**src/rtl/pot_pkg.sv**
```systemverilog
package pot_pkg;
    localparam int BYTE_W = 8;
    localparam int TAPS = 1 << BYTE_W;
    localparam int CNT_W = $clog2(BYTE_W + 1);
    localparam logic [5:0] ADDR_PREFIX = 6'b010110;
    localparam logic [BYTE_W-1:0] MIDSCALE = BYTE_W'(1) << (BYTE_W - 1);
    localparam int RS_BIT = 6;
    localparam int SD_BIT = 5;

    typedef logic [BYTE_W-1:0] byte_t;

    typedef struct packed {
        logic  rs;
        logic  sd;
        byte_t pos;
    } wr_cmd_t;

    typedef enum logic [3:0] {
        ST_IDLE, ST_ADDR, ST_AACK, ST_INSTR, ST_IACK,
        ST_DATA, ST_DACK, ST_READ, ST_RACK
    } bus_state_e;

    function automatic logic addr_hit(byte_t rx, logic strap);
        return rx[BYTE_W-1:1] == {ADDR_PREFIX, strap};
    endfunction

    function automatic byte_t next_pos(wr_cmd_t c);
        return c.rs ? MIDSCALE : c.pos;
    endfunction
endpackage

```
**src/rtl/pot_bus_sync.sv**
```systemverilog
module pot_bus_sync #(
    parameter int STAGES = 2
) (
    input  logic clk,
    input  logic rst,
    input  logic scl_in,
    input  logic sda_in,
    output logic sda_bit,
    output logic scl_rise,
    output logic scl_fall,
    output logic start_det,
    output logic stop_det
);
    logic [STAGES:0] scl_sr;
    logic [STAGES:0] sda_sr;

    always_ff @(posedge clk) begin
        if (rst) begin
            scl_sr <= '1;
            sda_sr <= '1;
        end else begin
            scl_sr <= {scl_sr[STAGES-1:0], scl_in};
            sda_sr <= {sda_sr[STAGES-1:0], sda_in};
        end
    end

    logic scl_s, scl_q, sda_s, sda_q;
    assign scl_s = scl_sr[STAGES-1];
    assign scl_q = scl_sr[STAGES];
    assign sda_s = sda_sr[STAGES-1];
    assign sda_q = sda_sr[STAGES];

    assign sda_bit   = sda_s;
    assign scl_rise  = scl_s & ~scl_q;
    assign scl_fall  = ~scl_s & scl_q;
    assign start_det = scl_s & scl_q & sda_q & ~sda_s;
    assign stop_det  = scl_s & scl_q & ~sda_q & sda_s;
endmodule

```
**src/rtl/pot_i2c_fsm.sv**
```systemverilog
module pot_i2c_fsm
    import pot_pkg::*;
(
    input  logic    clk,
    input  logic    rst,
    input  logic    strap,
    input  logic    sda_bit,
    input  logic    scl_rise,
    input  logic    scl_fall,
    input  logic    start_det,
    input  logic    stop_det,
    input  byte_t   rd_value,
    output logic    sda_oe,
    output logic    cmd_valid,
    output wr_cmd_t cmd
);
    bus_state_e       state;
    logic [CNT_W-1:0] bit_cnt;
    byte_t            rx_sr;
    byte_t            tx_sr;
    logic             ins_rs, ins_sd;

    always_ff @(posedge clk) begin
        if (rst) begin
            state     <= ST_IDLE;
            bit_cnt   <= '0;
            rx_sr     <= '0;
            tx_sr     <= '0;
            ins_rs    <= 1'b0;
            ins_sd    <= 1'b0;
            cmd_valid <= 1'b0;
            cmd       <= '0;
        end else begin
            cmd_valid <= 1'b0;
            if (start_det) begin
                state   <= ST_ADDR;
                bit_cnt <= '0;
            end else if (stop_det) begin
                state <= ST_IDLE;
            end else begin
                unique case (state)
                    ST_ADDR, ST_INSTR, ST_DATA: begin
                        if (scl_rise && bit_cnt != CNT_W'(BYTE_W)) begin
                            rx_sr   <= {rx_sr[BYTE_W-2:0], sda_bit};
                            bit_cnt <= bit_cnt + 1'b1;
                        end else if (scl_fall && bit_cnt == CNT_W'(BYTE_W)) begin
                            bit_cnt <= '0;
                            if (state == ST_ADDR)
                                state <= addr_hit(rx_sr, strap) ? ST_AACK : ST_IDLE;
                            else if (state == ST_INSTR) begin
                                ins_rs <= rx_sr[RS_BIT];
                                ins_sd <= rx_sr[SD_BIT];
                                state  <= ST_IACK;
                            end else
                                state <= ST_DACK;
                        end
                    end
                    ST_AACK: if (scl_fall) begin
                        if (rx_sr[0]) begin
                            tx_sr <= rd_value;
                            state <= ST_READ;
                        end else begin
                            state <= ST_INSTR;
                        end
                    end
                    ST_IACK: if (scl_fall) state <= ST_DATA;
                    ST_DACK: if (scl_fall) begin
                        cmd_valid <= 1'b1;
                        cmd       <= '{rs: ins_rs, sd: ins_sd, pos: rx_sr};
                        state     <= ST_IDLE;
                    end
                    ST_READ: if (scl_fall) begin
                        tx_sr   <= {tx_sr[BYTE_W-2:0], 1'b0};
                        bit_cnt <= bit_cnt + 1'b1;
                        if (bit_cnt == CNT_W'(BYTE_W - 1)) begin
                            bit_cnt <= '0;
                            state   <= ST_RACK;
                        end
                    end
                    ST_RACK: if (scl_fall) state <= ST_IDLE;
                    default: state <= ST_IDLE;
                endcase
            end
        end
    end

    always_comb begin
        sda_oe = 1'b0;
        if (state == ST_AACK || state == ST_IACK || state == ST_DACK)
            sda_oe = 1'b1;
        else if (state == ST_READ)
            sda_oe = ~tx_sr[BYTE_W-1];
    end

    // a STOP always returns the engine to idle
    a_r10_stop_idle: assert property (@(posedge clk) disable iff (rst)
        (stop_det && !start_det) |=> state == ST_IDLE);
    // an idle engine never touches the bus
    a_r2_idle_quiet: assert property (@(posedge clk) disable iff (rst)
        state == ST_IDLE |-> !sda_oe);
    // controller answer slot after read data is left free
    a_r9_rack_release: assert property (@(posedge clk) disable iff (rst)
        state == ST_RACK |-> !sda_oe);
    // a commit only leaves the data acknowledge slot
    a_r11_commit_src: assert property (@(posedge clk) disable iff (rst)
        $rose(cmd_valid) |-> $past(state) == ST_DACK);
endmodule

```
**src/rtl/pot_wiper_regs.sv**
```systemverilog
module pot_wiper_regs
    import pot_pkg::*;
(
    input  logic            clk,
    input  logic            rst,
    input  logic            cmd_valid,
    input  wr_cmd_t         cmd,
    output byte_t           pos_q,
    output logic            sd_q,
    output logic [TAPS-1:0] tap_sel
);
    always_ff @(posedge clk) begin
        if (rst) begin
            pos_q <= MIDSCALE;
            sd_q  <= 1'b0;
        end else if (cmd_valid) begin
            pos_q <= next_pos(cmd);
            sd_q  <= cmd.sd;
        end
    end

    for (genvar i = 0; i < TAPS; i++) begin : g_tap
        assign tap_sel[i] = sd_q ? (i == 0) : (pos_q == BYTE_W'(i));
    end

    // position changes only on a commit
    a_r10_hold: assert property (@(posedge clk) disable iff (rst)
        !cmd_valid |=> $stable(pos_q) && $stable(sd_q));
    // midscale request wins over position byte
    a_r5_rs_mid: assert property (@(posedge clk) disable iff (rst)
        (cmd_valid && cmd.rs) |=> pos_q == MIDSCALE);
    // exactly one tap selected
    a_r6_onehot: assert property (@(posedge clk) disable iff (rst)
        $countones(tap_sel) == 1);
    // parked output sits on tap 0
    a_r7_park: assert property (@(posedge clk) disable iff (rst)
        sd_q |-> tap_sel[0]);
endmodule

```
**src/rtl/pot_wiper_ctrl.sv**
```systemverilog
module pot_wiper_ctrl
    import pot_pkg::*;
#(
    parameter int SYNC_STAGES = 2
) (
    input  logic            clk,
    input  logic            rst,
    input  logic            strap_a0,
    input  logic            scl_in,
    input  logic            sda_in,
    output logic            sda_oe,
    output logic [TAPS-1:0] tap_sel,
    output logic            term_a_open,
    output logic            wiper_to_b
);
    logic    sda_bit, scl_rise, scl_fall, start_det, stop_det;
    logic    cmd_valid, sd_q;
    wr_cmd_t cmd;
    byte_t   pos_q;

    pot_bus_sync #(.STAGES(SYNC_STAGES)) u_sync (
        .clk(clk), .rst(rst), .scl_in(scl_in), .sda_in(sda_in),
        .sda_bit(sda_bit), .scl_rise(scl_rise), .scl_fall(scl_fall),
        .start_det(start_det), .stop_det(stop_det)
    );

    pot_i2c_fsm u_fsm (
        .clk(clk), .rst(rst), .strap(strap_a0), .sda_bit(sda_bit),
        .scl_rise(scl_rise), .scl_fall(scl_fall), .start_det(start_det),
        .stop_det(stop_det), .rd_value(pos_q), .sda_oe(sda_oe),
        .cmd_valid(cmd_valid), .cmd(cmd)
    );

    pot_wiper_regs u_regs (
        .clk(clk), .rst(rst), .cmd_valid(cmd_valid), .cmd(cmd),
        .pos_q(pos_q), .sd_q(sd_q), .tap_sel(tap_sel)
    );

    assign term_a_open = sd_q;
    assign wiper_to_b  = sd_q;
endmodule

```
**config.mk**
```make
export PLATFORM = sky130hd
export DESIGN_NAME = pot_wiper_ctrl
export DESIGN_NICKNAME = d
export VERILOG_FILES = /design/src/rtl/pot_pkg.sv /design/src/rtl/pot_bus_sync.sv /design/src/rtl/pot_i2c_fsm.sv /design/src/rtl/pot_wiper_regs.sv /design/src/rtl/pot_wiper_ctrl.sv
export SDC_FILE = /design/constraint.sdc
export NUM_CORES = 1
export LEC_CHECK = 0
export CORE_MARGIN = 10
export CORE_UTILIZATION = 40
export CTS_CLUSTER_DIAMETER = 120
export DETAILED_ROUTE_END_ITERATION = 12
export DONT_BUFFER_PORTS = 1
export SLEW_MARGIN = 15
export SYNTH_ARGS = -nofsm -noshare
export SYNTH_HDL_FRONTEND = slang
export SYNTH_SLANG_ARGS = --single-unit
```
**constraint.sdc**
```tcl
create_clock -name clk -period 5.5 [get_ports clk]
set_input_delay 0.825 -clock clk [delete_from_list [all_inputs] [get_ports clk]]
set_output_delay 0.825 -clock clk [all_outputs]
set_load 0.05 [all_outputs]
```
==> flow_metrics.py <==
metrics = {
    "routing": {
        "postRouteAntennaNets": 0,
        "first_iter_violations": 464,
        "routed_wl_um": 15900,
        "vias_per_cell": 5.89,
        "post_drt_wl_per_cell_um": 22.5,
        "dr_total_vias": 4167,
        "drc": 0,
        "drt_pass1_iterations": 6,
    },
    "clock_tree": {
        "cts_resized": 0,
        "post_cts_buffers": 0,
        "path_clk_slew_ns": 0.10,
        "cts_buffer_depth": 2,
        "cts_tree": "built",
        "ctsHoldBuffers": 0,
        "htreeDepth": 2,
        "cts_root_buffer": "clkbuf_8",
        "cts_made_buffers": 5,
        "clock_latency_ns": 0.30,
        "clock_sinks": 52,
    },
    "critical_path": {
        "cp.required_ns": 4.68,
        "cp_num_buf_inv": 0,
        "crit_family": "simple AND/OR/NAND/NOR gates",
        "crit_top_cell": "nor2b_1",
        "path_class": "reg2out",
        "slowest_stage": "nor2_1",
        "crit_arrival_ns": 2.86,
        "r2r-end": "u_fsm.bit_cnt[2]",
        "reg2regPathDepth": 4,
        "critPathMaxStageDelay_ns": 0.97,
        "reg2reg_from": "u_fsm.state[0]",
        "endpoint_kind": "primary output",
        "startpoint_type": "flop",
        "cp_max_fo": 14,
        "cp_cell_sequence": "nor2b_1 -> nor2b_1 -> nand3_1 -> nor2_1",
        "ff2ff_setup_slack_ns": 3.03,
    },
    "timing": {
        "finalSetupTns_ns": 0,
        "finalSetupViolations": 0,
        "hold_violations": 0,
        "period_needed_ns": 3.68,
        "worst_pin_slew_ns": 1.11,
        "clock.fmax_mhz": 272,
        "skew_ns": 0.0119,
        "rsz0062_at_grt": "no",
        "slew_viol_final": 0,
        "max_slew_margin_pct": 25.6,
        "min_period_over_period_pct": 67.0,
    },
    "status": {
        "status": "completed",
    },
    "grt": {
        "track_usage_pct": 19.7,
        "grt_overflow": 0,
        "grt_max_degree": 49,
        "grt_pass1_wl_um": 21300,
        "grt_pass1_vias": 3447,
        "antenna_found_initial": 0,
    },
    "placed_design": {
        "placed_cells": 700,
        "place.gp.congestion": 0.865,
        "dpl.hpwl_um": 12400,
        "place_area_um2": 3700,
        "numPortBuffers": 0,
    },
    "pwr": {
        "switching_share_pct": 21.9,
        "power_density_nw_per_um2": 161,
        "intPower_mw": 0.475,
        "p_sw_mw": 0.133,
        "seqPwrFrac_pct": 62.7,
        "leakage_nw": 1.22,
        "peakVddDrop_mv": 0.206,
        "comb_power_share_pct": 2.1,
        "power_frac_clock_pct": 35.2,
    },
    "floorplanning": {
        "core_area_um2": 9240,
        "io_pins": 264,
        "start_util_pct": 40.9,
        "die_h_um": 117,
        "rows": 35,
        "die_area_um2": 13700,
        "fp.dieW_um": 117,
    },
    "flow_run": {
        "drv_cap": 0,
    },
    "min_path": {
        "hold_depth": 1,
        "min_to": "u_sync.sda_sr[1]",
        "min_from": "u_sync.sda_sr[0]",
        "min_path_type": "reg2reg",
    },
    "logic_synthesis": {
        "synth_top_family_by_area": "simple AND/OR/NAND/NOR gates",
        "ys.warnings.count": 0,
        "synth_fp_nets": 635,
        "synthesis.area_per_instance_um2": 6.02,
        "syn_area_um2": 3780,
        "synth_top_cell_area_share_pct": 28.7,
        "synthAdderAreaFrac_pct": 0.662,
        "synth-seq-cells": 52,
        "yosysUniqueCellTypes": 48,
        "synth-main-ff-cell": "dfxtp_1",
        "synth.cells.most_frequent": "289 x nor2_1, 55 x nand2_1, 52 x dfxtp_1",
        "async_reset_ff_share_pct": 0,
        "synth.area.mux_share_pct": 5.03,
        "yosys.area.top_type": "nor2_1",
        "synthXorXnorAreaFrac_pct": 0.463,
        "synth_area_leaders": "nor2_1 29%, dfxtp_1 28%, nand2_1 5.5%",
        "post-synth-top-count-cell": "nor2_1",
        "synth_cells": 628,
        "synth-compound-area-share_pct": 9.99,
        "synthSimpleGateAreaFrac_pct": 49.3,
        "synth_enable_flop_cells": 0,
        "synth-seq-area-share_pct": 27.5,
    },
    "final_layout": {
        "area_growth_syn_to_layout_pct": 0.165,
        "fin_cells": 708,
        "regArea_um2": 1040,
        "final_layout_size_suffix_gt1_share_pct": 3.97,
        "fillers": 977,
        "final_area_um2": 3790,
        "multi_input_area_um2": 2480,
        "insertedDiodeCount": 0,
        "fin_nets": 585,
    },
}
==> worst register-to-register path: stages (launching register included) <==
cell      delay [ns]
dfxtp_1         0.67
nand4b_1        0.72
a21boi_0        0.37
or4b_1          0.53
a21oi_1         0.13
==> placed cells by master (no fill, tap or decap), types with 2 or more instances in the layout <==
| cell type | instances |
|---|---|
| a211oi_1 | 8 |
| a21o_1 | 2 |
| a21oi_1 | 29 |
| a31oi_1 | 2 |
| and3_1 | 4 |
| clkbuf_8 | 5 |
| dfxtp_1 | 52 |
| ha_1 | 2 |
| inv_1 | 4 |
| mux2i_1 | 19 |
| nand2_1 | 55 |
| nand2b_1 | 13 |
| nand3_1 | 17 |
| nand3b_1 | 10 |
| nand4_1 | 2 |
| nor2_1 | 289 |
| nor2b_1 | 14 |
| nor3_1 | 4 |
| nor4_1 | 2 |
| o21ai_0 | 5 |
| o21bai_1 | 3 |
| o31ai_1 | 2 |
| or2_2 | 9 |
| or3_1 | 2 |
| xnor2_1 | 2 |
==> worst max path at each step <==
| stage | start | to | depth (start not counted) |
|---|---|---|---|
| floorplan | u_regs.pos_q[0] | tap_sel[109] | 6 |
| global placement | u_regs.pos_q[0] | tap_sel[13] | 4 |
| detailed placement | u_regs.pos_q[0] | tap_sel[13] | 4 |
| CTS | u_regs.pos_q[0] | tap_sel[13] | 4 |
| global route | u_regs.pos_q[0] | tap_sel[13] | 4 |
| finish | u_regs.pos_q[0] | tap_sel[13] | 4 |
==> power by group through the flow <==
stage / Sequential [mW] / Clock (mW) / Combinational (mW)
detailed placement: 0.390 / 0 / 0.0131
finish: 0.381 / 0.214 / 0.0129
global placement: 0.390 / 0 / 0.0130
global route: 0.382 / 0.238 / 0.0147
CTS: 0.381 / 0.222 / 0.0131
floorplan: 0.388 / 0 / 0.0176
==> area by class of cell <==
| class | count | area share [%] |
|---|---|---|
| clock inverters | 2 | 0.363 |
| clock buffers | 6 | 1.92 |
| flip-flops and latches | 52 | 27.5 |
| repair buffers | 1 | 0.198 |
| multi-input cells | 514 | 65.4 |
| inverters | 4 | 0.396 |
| well taps | 129 | 4.26 |
==> state kept, by name (all words and copies together) (netlist names) <==
signal           flops
u_fsm.tx_sr          8
u_fsm.rx_sr          8
u_regs.pos_q         8
u_sync.scl_sr        3
u_fsm.ins_sd         1
u_regs.sd_q          1
u_fsm.state          4
u_fsm.cmd_valid      1
u_fsm.ins_rs         1
u_sync.sda_sr        3
u_fsm.bit_cnt        4
u_fsm.cmd           10
==> metrics by stage <==
stage / hold slack (ns) / utilization, % / power, mW / setup WS [ns]
2_1_floorplan: 0.389 / - / 0.406 / 2.73
3_3_place_gp: 0.402 / 40.1 / 0.403 / 2.30
3_5_place_dp: 0.398 / 40.1 / 0.403 / 2.22
4_1_cts: 0.420 / 41.0 / 0.617 / 1.86
5_1_grt: 0.427 / 41.0 / 0.634 / 1.63
6_report: 0.415 / 41.0 / 0.608 / 1.82
==> cell families after synthesis <==
logic type	Yosys count
simple gates	432
compound gates	59
buf+inv	62
flops	52
fa+ha+maj	2
xor+xnor	2
mux	19
==> layer usage <==
metal / GRT usage (%) / part of all wire, %
met1: 23.9 / 39
met2: 34.3 / 50
met3: 5.30 / 10
met4: 3.87 / 1.4
met5: 0 / 0
(Power assumes the default switching activity.)
